## src/rtl/cmpflag_pkg.sv

```systemverilog
package cmpflag_pkg;
  localparam int FLAG_W    = 4;
  localparam int CARRY_POS = 3;

  typedef struct packed {
    logic ge;
    logic eq;
    logic le;
  } order_t;
endpackage

```

## src/rtl/cmpflag_eq.sv

```systemverilog
module cmpflag_eq #(
  parameter int W = 16
) (
  input  logic [W-1:0] a,
  input  logic [W-1:0] b,
  output logic         same
);
  logic [W-1:0] bit_match;

  genvar gi;
  generate
    for (gi = 0; gi < W; gi++) begin : g_bit
      assign bit_match[gi] = ~(a[gi] ^ b[gi]);
    end
  endgenerate

  assign same = &bit_match;
endmodule

```

## src/rtl/cmpflag_arith.sv

```systemverilog
module cmpflag_arith #(
  parameter int W = 16
) (
  input  logic [W-1:0] a,
  input  logic [W-1:0] b,
  output logic         diff_msb,
  output logic         carry
);
  localparam int SW = W + 1;

  logic [W-1:0]  diff;
  logic [SW-1:0] sum_ext;

  // difference is truncated to W bits; only its sign position is used
  assign diff     = a - b;
  assign diff_msb = diff[W-1];

  assign sum_ext = {1'b0, a} + {1'b0, b};
  assign carry   = sum_ext[SW-1];
endmodule

```

## src/rtl/cmpflag_order.sv

```systemverilog
module cmpflag_order
  import cmpflag_pkg::*;
(
  input  logic   a_msb,
  input  logic   b_msb,
  input  logic   d_msb,
  input  logic   same,
  input  logic   is_signed,
  output order_t ord
);
  logic msb_agree;
  logic a_hi_b_lo;
  logic a_lo_b_hi;
  logic a_above;
  logic a_below;

  assign msb_agree = ~(a_msb ^ b_msb);
  assign a_hi_b_lo = a_msb & ~b_msb;
  assign a_lo_b_hi = ~a_msb & b_msb;

  // a sign mismatch means the opposite thing in the two readings
  always_comb begin
    if (is_signed) begin
      a_above = a_lo_b_hi;
      a_below = a_hi_b_lo;
    end else begin
      a_above = a_hi_b_lo;
      a_below = a_lo_b_hi;
    end
    ord.ge = (msb_agree & ~d_msb) | a_above;
    ord.le = (msb_agree &  d_msb) | a_below | same;
    ord.eq = same;
  end
endmodule

```

## src/rtl/cmpflag_unit.sv

```systemverilog
module cmpflag_unit
  import cmpflag_pkg::*;
#(
  parameter int W = 16
) (
  input  logic              clk,
  input  logic              rst,
  input  logic [W-1:0]      op_a,
  input  logic [W-1:0]      op_b,
  input  logic              is_signed,
  output logic              ge_o,
  output logic              eq_o,
  output logic              le_o,
  output logic [FLAG_W-1:0] flags_o
);
  localparam int TOP = W - 1;

  logic              same;
  logic              d_msb;
  logic              carry;
  order_t            ord;
  logic [FLAG_W-1:0] flags_next;

  cmpflag_eq #(.W(W)) u_eq (
    .a    (op_a),
    .b    (op_b),
    .same (same)
  );

  cmpflag_arith #(.W(W)) u_arith (
    .a        (op_a),
    .b        (op_b),
    .diff_msb (d_msb),
    .carry    (carry)
  );

  cmpflag_order u_order (
    .a_msb     (op_a[TOP]),
    .b_msb     (op_b[TOP]),
    .d_msb     (d_msb),
    .same      (same),
    .is_signed (is_signed),
    .ord       (ord)
  );

  genvar fi;
  generate
    for (fi = 0; fi < FLAG_W; fi++) begin : g_flag
      if (fi == CARRY_POS) begin : g_carry
        assign flags_next[fi] = carry;
      end else begin : g_zero
        assign flags_next[fi] = 1'b0;
      end
    end
  endgenerate

  always_ff @(posedge clk) begin
    if (rst) begin
      ge_o    <= 1'b0;
      eq_o    <= 1'b0;
      le_o    <= 1'b0;
      flags_o <= '0;
    end else begin
      ge_o    <= ord.ge;
      eq_o    <= ord.eq;
      le_o    <= ord.le;
      flags_o <= flags_next;
    end
  end
endmodule

```

## config.mk

```make
export PLATFORM = sky130hd
export DESIGN_NAME = cmpflag_unit
export DESIGN_NICKNAME = d
export VERILOG_FILES = /design/src/rtl/cmpflag_pkg.sv /design/src/rtl/cmpflag_eq.sv /design/src/rtl/cmpflag_arith.sv /design/src/rtl/cmpflag_order.sv /design/src/rtl/cmpflag_unit.sv
export SDC_FILE = /design/constraint.sdc
export NUM_CORES = 1
export LEC_CHECK = 0
export BUFFER_PORTS_ARGS = -buffer_cell sky130_fd_sc_hd__buf_4
export CELL_PAD_IN_SITES_DETAIL_PLACEMENT = 0
export CELL_PAD_IN_SITES_GLOBAL_PLACEMENT = 1
export CORE_UTILIZATION = 35
export CTS_CLUSTER_SIZE = 25
export DETAILED_ROUTE_END_ITERATION = 7
export PLACE_DENSITY = 0.89
export SKIP_CTS_REPAIR_TIMING = 1
export SYNTH_ARGS = -nofsm -noshare
export SYNTH_HDL_FRONTEND = slang
export SYNTH_SLANG_ARGS = --single-unit
```

## constraint.sdc

```tcl
create_clock -name clk -period 4.38 [get_ports clk]
set_input_delay 0.876 -clock clk [delete_from_list [all_inputs] [get_ports clk]]
set_output_delay 0.876 -clock clk [all_outputs]
set_load 0.05 [all_outputs]
```

==> metrics.md <==
| Metric | Value |
|---|---|
| Diode count | 0 |
| First-pass DRT Iterations | 4 |
| Post-DR wirelength/cell | 10.7 µm |
| Worst Hold Class | in -> reg |
| #FFs+latches synth | 4 |
| Worst Path Class, Setup | in -> reg |
| Layout cells sized above 1 | 0.283 |
| Post-synth top flop | dfxtp_1 |
| GRT Total Usage | 0.150 |
| Fin. Hold Viols | 0 |
| Placed Cells | 179 |
| Count leader, synth | ha_1 |
| PD cells | 158 nW/µm² |
| F_max | 0.470 GHz |
| Synth cell count leaders | ha_1, inv_1, a21oi_1 |
| Largest net degree at the start of global routing | 6 |
| H-tree depth | 1 |
| Flop pwr share | 0.203 |
| Final Max Tran Viols | 0 |
| Fillers | 255 |
| Mapped cell area | 915 µm² |
| Internal | 0.000121 W |
| Register area | 80.1 µm² |
| Final #Nets | 222 |
| Fin cells | 182 |
| Syn_area_per_cell | 8.17 µm² |
| Area share of the largest cell type after synthesis | 0.451 |
| Sw Pwr | 0.0000762 W |
| Core Region | 2480 µm² |
| CTS tree | done |
| RePlAce Congestion | 0.817 |
| Slowest stage cell, crit path | o41a_1 |
| Worst vdd ir | 0.112 mV |
| Setup TNS Final | 0 ps |
| Clk sinks | 4 |
| Cells along the critical path | buf_4, ha_1, nand2b_1, a221oi_2, a2111oi_0, o41a_1, o22ai_2 |
| EDFF count, synth | 0 |
| Antenna Nets Post-Route | 0 |
| Vias in the first global route | 830 |
| Die height | 53.1 µm |
| Gate power share | 0.557 |
| Sequential-to-total area share from yosys stat | 0.0876 |
| DRC Markers | 0 |
| Post-Syn Instances | 112 |
| Clock root buffer | clkbuf_4 |
| Site Rows | 18 |
| Via Count | 893 |
| WL final | 1950 µm |
| I/O Buffers | 38 |
| Initial antenna violation count | 0 |
| Run status | complete, no violations |
| Synth area leaders | ha_1, inv_1, dfxtp_1, a21oi_1, nand4_1 |
| Synth cell types | 25 |
| Vias per cell | 4.91 |
| Worst-path clk slew | 40 ps |
| Multi-input gate area | 729 µm² |
| Period utilisation layout | 0.486 |
| RSZ-0062 raised after global routing | no |
| Total global routing overflow | 0 |
| First DRT Iteration DRCs | 15 |
| Max clock buf depth | 2 |
| Yosys warns | 0 |
| Max-cap violations | 0 |
| Critical Path RT | 4550 ps |
| Top delay family on crit path | compound AO/OA/AOI/OAI gates |
| Delay of the slowest cell on the worst path | 400 ps |
| Bufs and invs on worst path | 1 |
| DIE AREA | 2820 µm² |
| Static leakage | 0.700 nW |
| Die X | 53.1 µm |
| WP data arrival | 2300 ps |
| Crit path time final | 2130 ps |
| Hold WS | 849 ps |
| Setup violations, final | 0 |
| Worst setup SP type | primary input |
| Layout area overhead | 36.1% |
| Asr flop ratio synth | 0 |
| Starting Density | 0.369 |
| DPL Wire Length | 1780 µm |
| # IOs | 42 |
| Sw Share | 0.387 |
| Cell taking the most area after synthesis | ha_1 |
| Critical path fanouts, max | 3 |
| Clk network pwr share | 0.239 |
| Num CTS Buffers | 3 |
| Worst Setup End Kind | flop |
| First-pass GRT wire length | 3150 µm |
-- registers in the layout (all words and copies together), names as in the netlist --
signal / flops
flags_o: 1
ge_o: 1
le_o: 1
eq_o: 1
-- cells by family after synthesis --
| kind of cell | count (synthesis) | share of synthesized area |
|---|---|---|
| adders and majority gates | 33 | 0.451 |
| buffers and inverters | 27 | 0.123 |
| DFF | 4 | 0.0876 |
| other | 1 | 0.00410 |
| muxes | 1 | 0.0109 |
| AOI/OAI and AO/OA | 26 | 0.197 |
| and+or+nand+nor | 20 | 0.126 |
-- routing by layer --
metal,track usage,vias to the layer above,part of all wire
li1,-,468,-
met1,0.175,393,0.42
met2,0.270,29,0.52
met3,0.0172,3,0.050
met4,0.0658,0,0.0087
met5,0,-,0
-- cell type report --
cell class	count	area share
tap	30	0.0302
inverter	24	0.0724
multi-input combinational	83	0.586
sequential	4	0.0643
timing repair buffer	38	0.229
clock buffer	3	0.0181
-- power by group through the flow --
stage | clock network (W) | registers, W | logic, W
floorplan | 0 | 0.0000495 | 0.0000575
global placement | 0 | 0.0000405 | 0.000107
detailed placement | 0 | 0.0000407 | 0.000110
CTS | 0.0000485 | 0.0000401 | 0.000111
global route | 0.0000496 | 0.0000402 | 0.000123
finish | 0.0000471 | 0.0000401 | 0.000110
-- final timing paths --
check | start | to | depth (start not counted)
setup / recovery | op_a[1] | flags_o[3]$_SDFF_PP0_ | 7
hold / removal | rst | eq_o$_SDFF_PP0_ | 2
-- stage by stage --
| stage | instance area [µm²] | total power [W] | setup WS (ps) | utilization |
|---|---|---|---|---|
| floorplan | 922 | 0.000107 | 2230 | - |
| global placement | 1220 | 0.000147 | 2070 | 0.493 |
| detailed placement | 1220 | 0.000151 | 2020 | 0.493 |
| CTS | 1240 | 0.000199 | 2260 | 0.503 |
| global route | 1240 | 0.000213 | 2070 | 0.503 |
| finish | 1240 | 0.000197 | 2250 | 0.503 |
-- cell usage in the layout (no fill, tap or decap) --
cell type	count
nand3_1	1
conb_1	3
o21ai_0	2
nor4_1	3
a221oi_1	2
o41a_1	1
inv_1	24
dfxtp_1	4
and3_1	1
nand4_1	5
a2111oi_0	1
buf_4	38
nand2_1	1
a221oi_2	1
ha_1	33
nor2_1	3
mux2i_1	1
o22ai_2	1
o31ai_1	2
nor2b_1	2
o21bai_1	2
a21oi_1	12
clkbuf_4	3
nand3b_1	1
nand2b_1	3
a211oi_1	2
No activity file was read; power rests on OpenSTA's default activity.
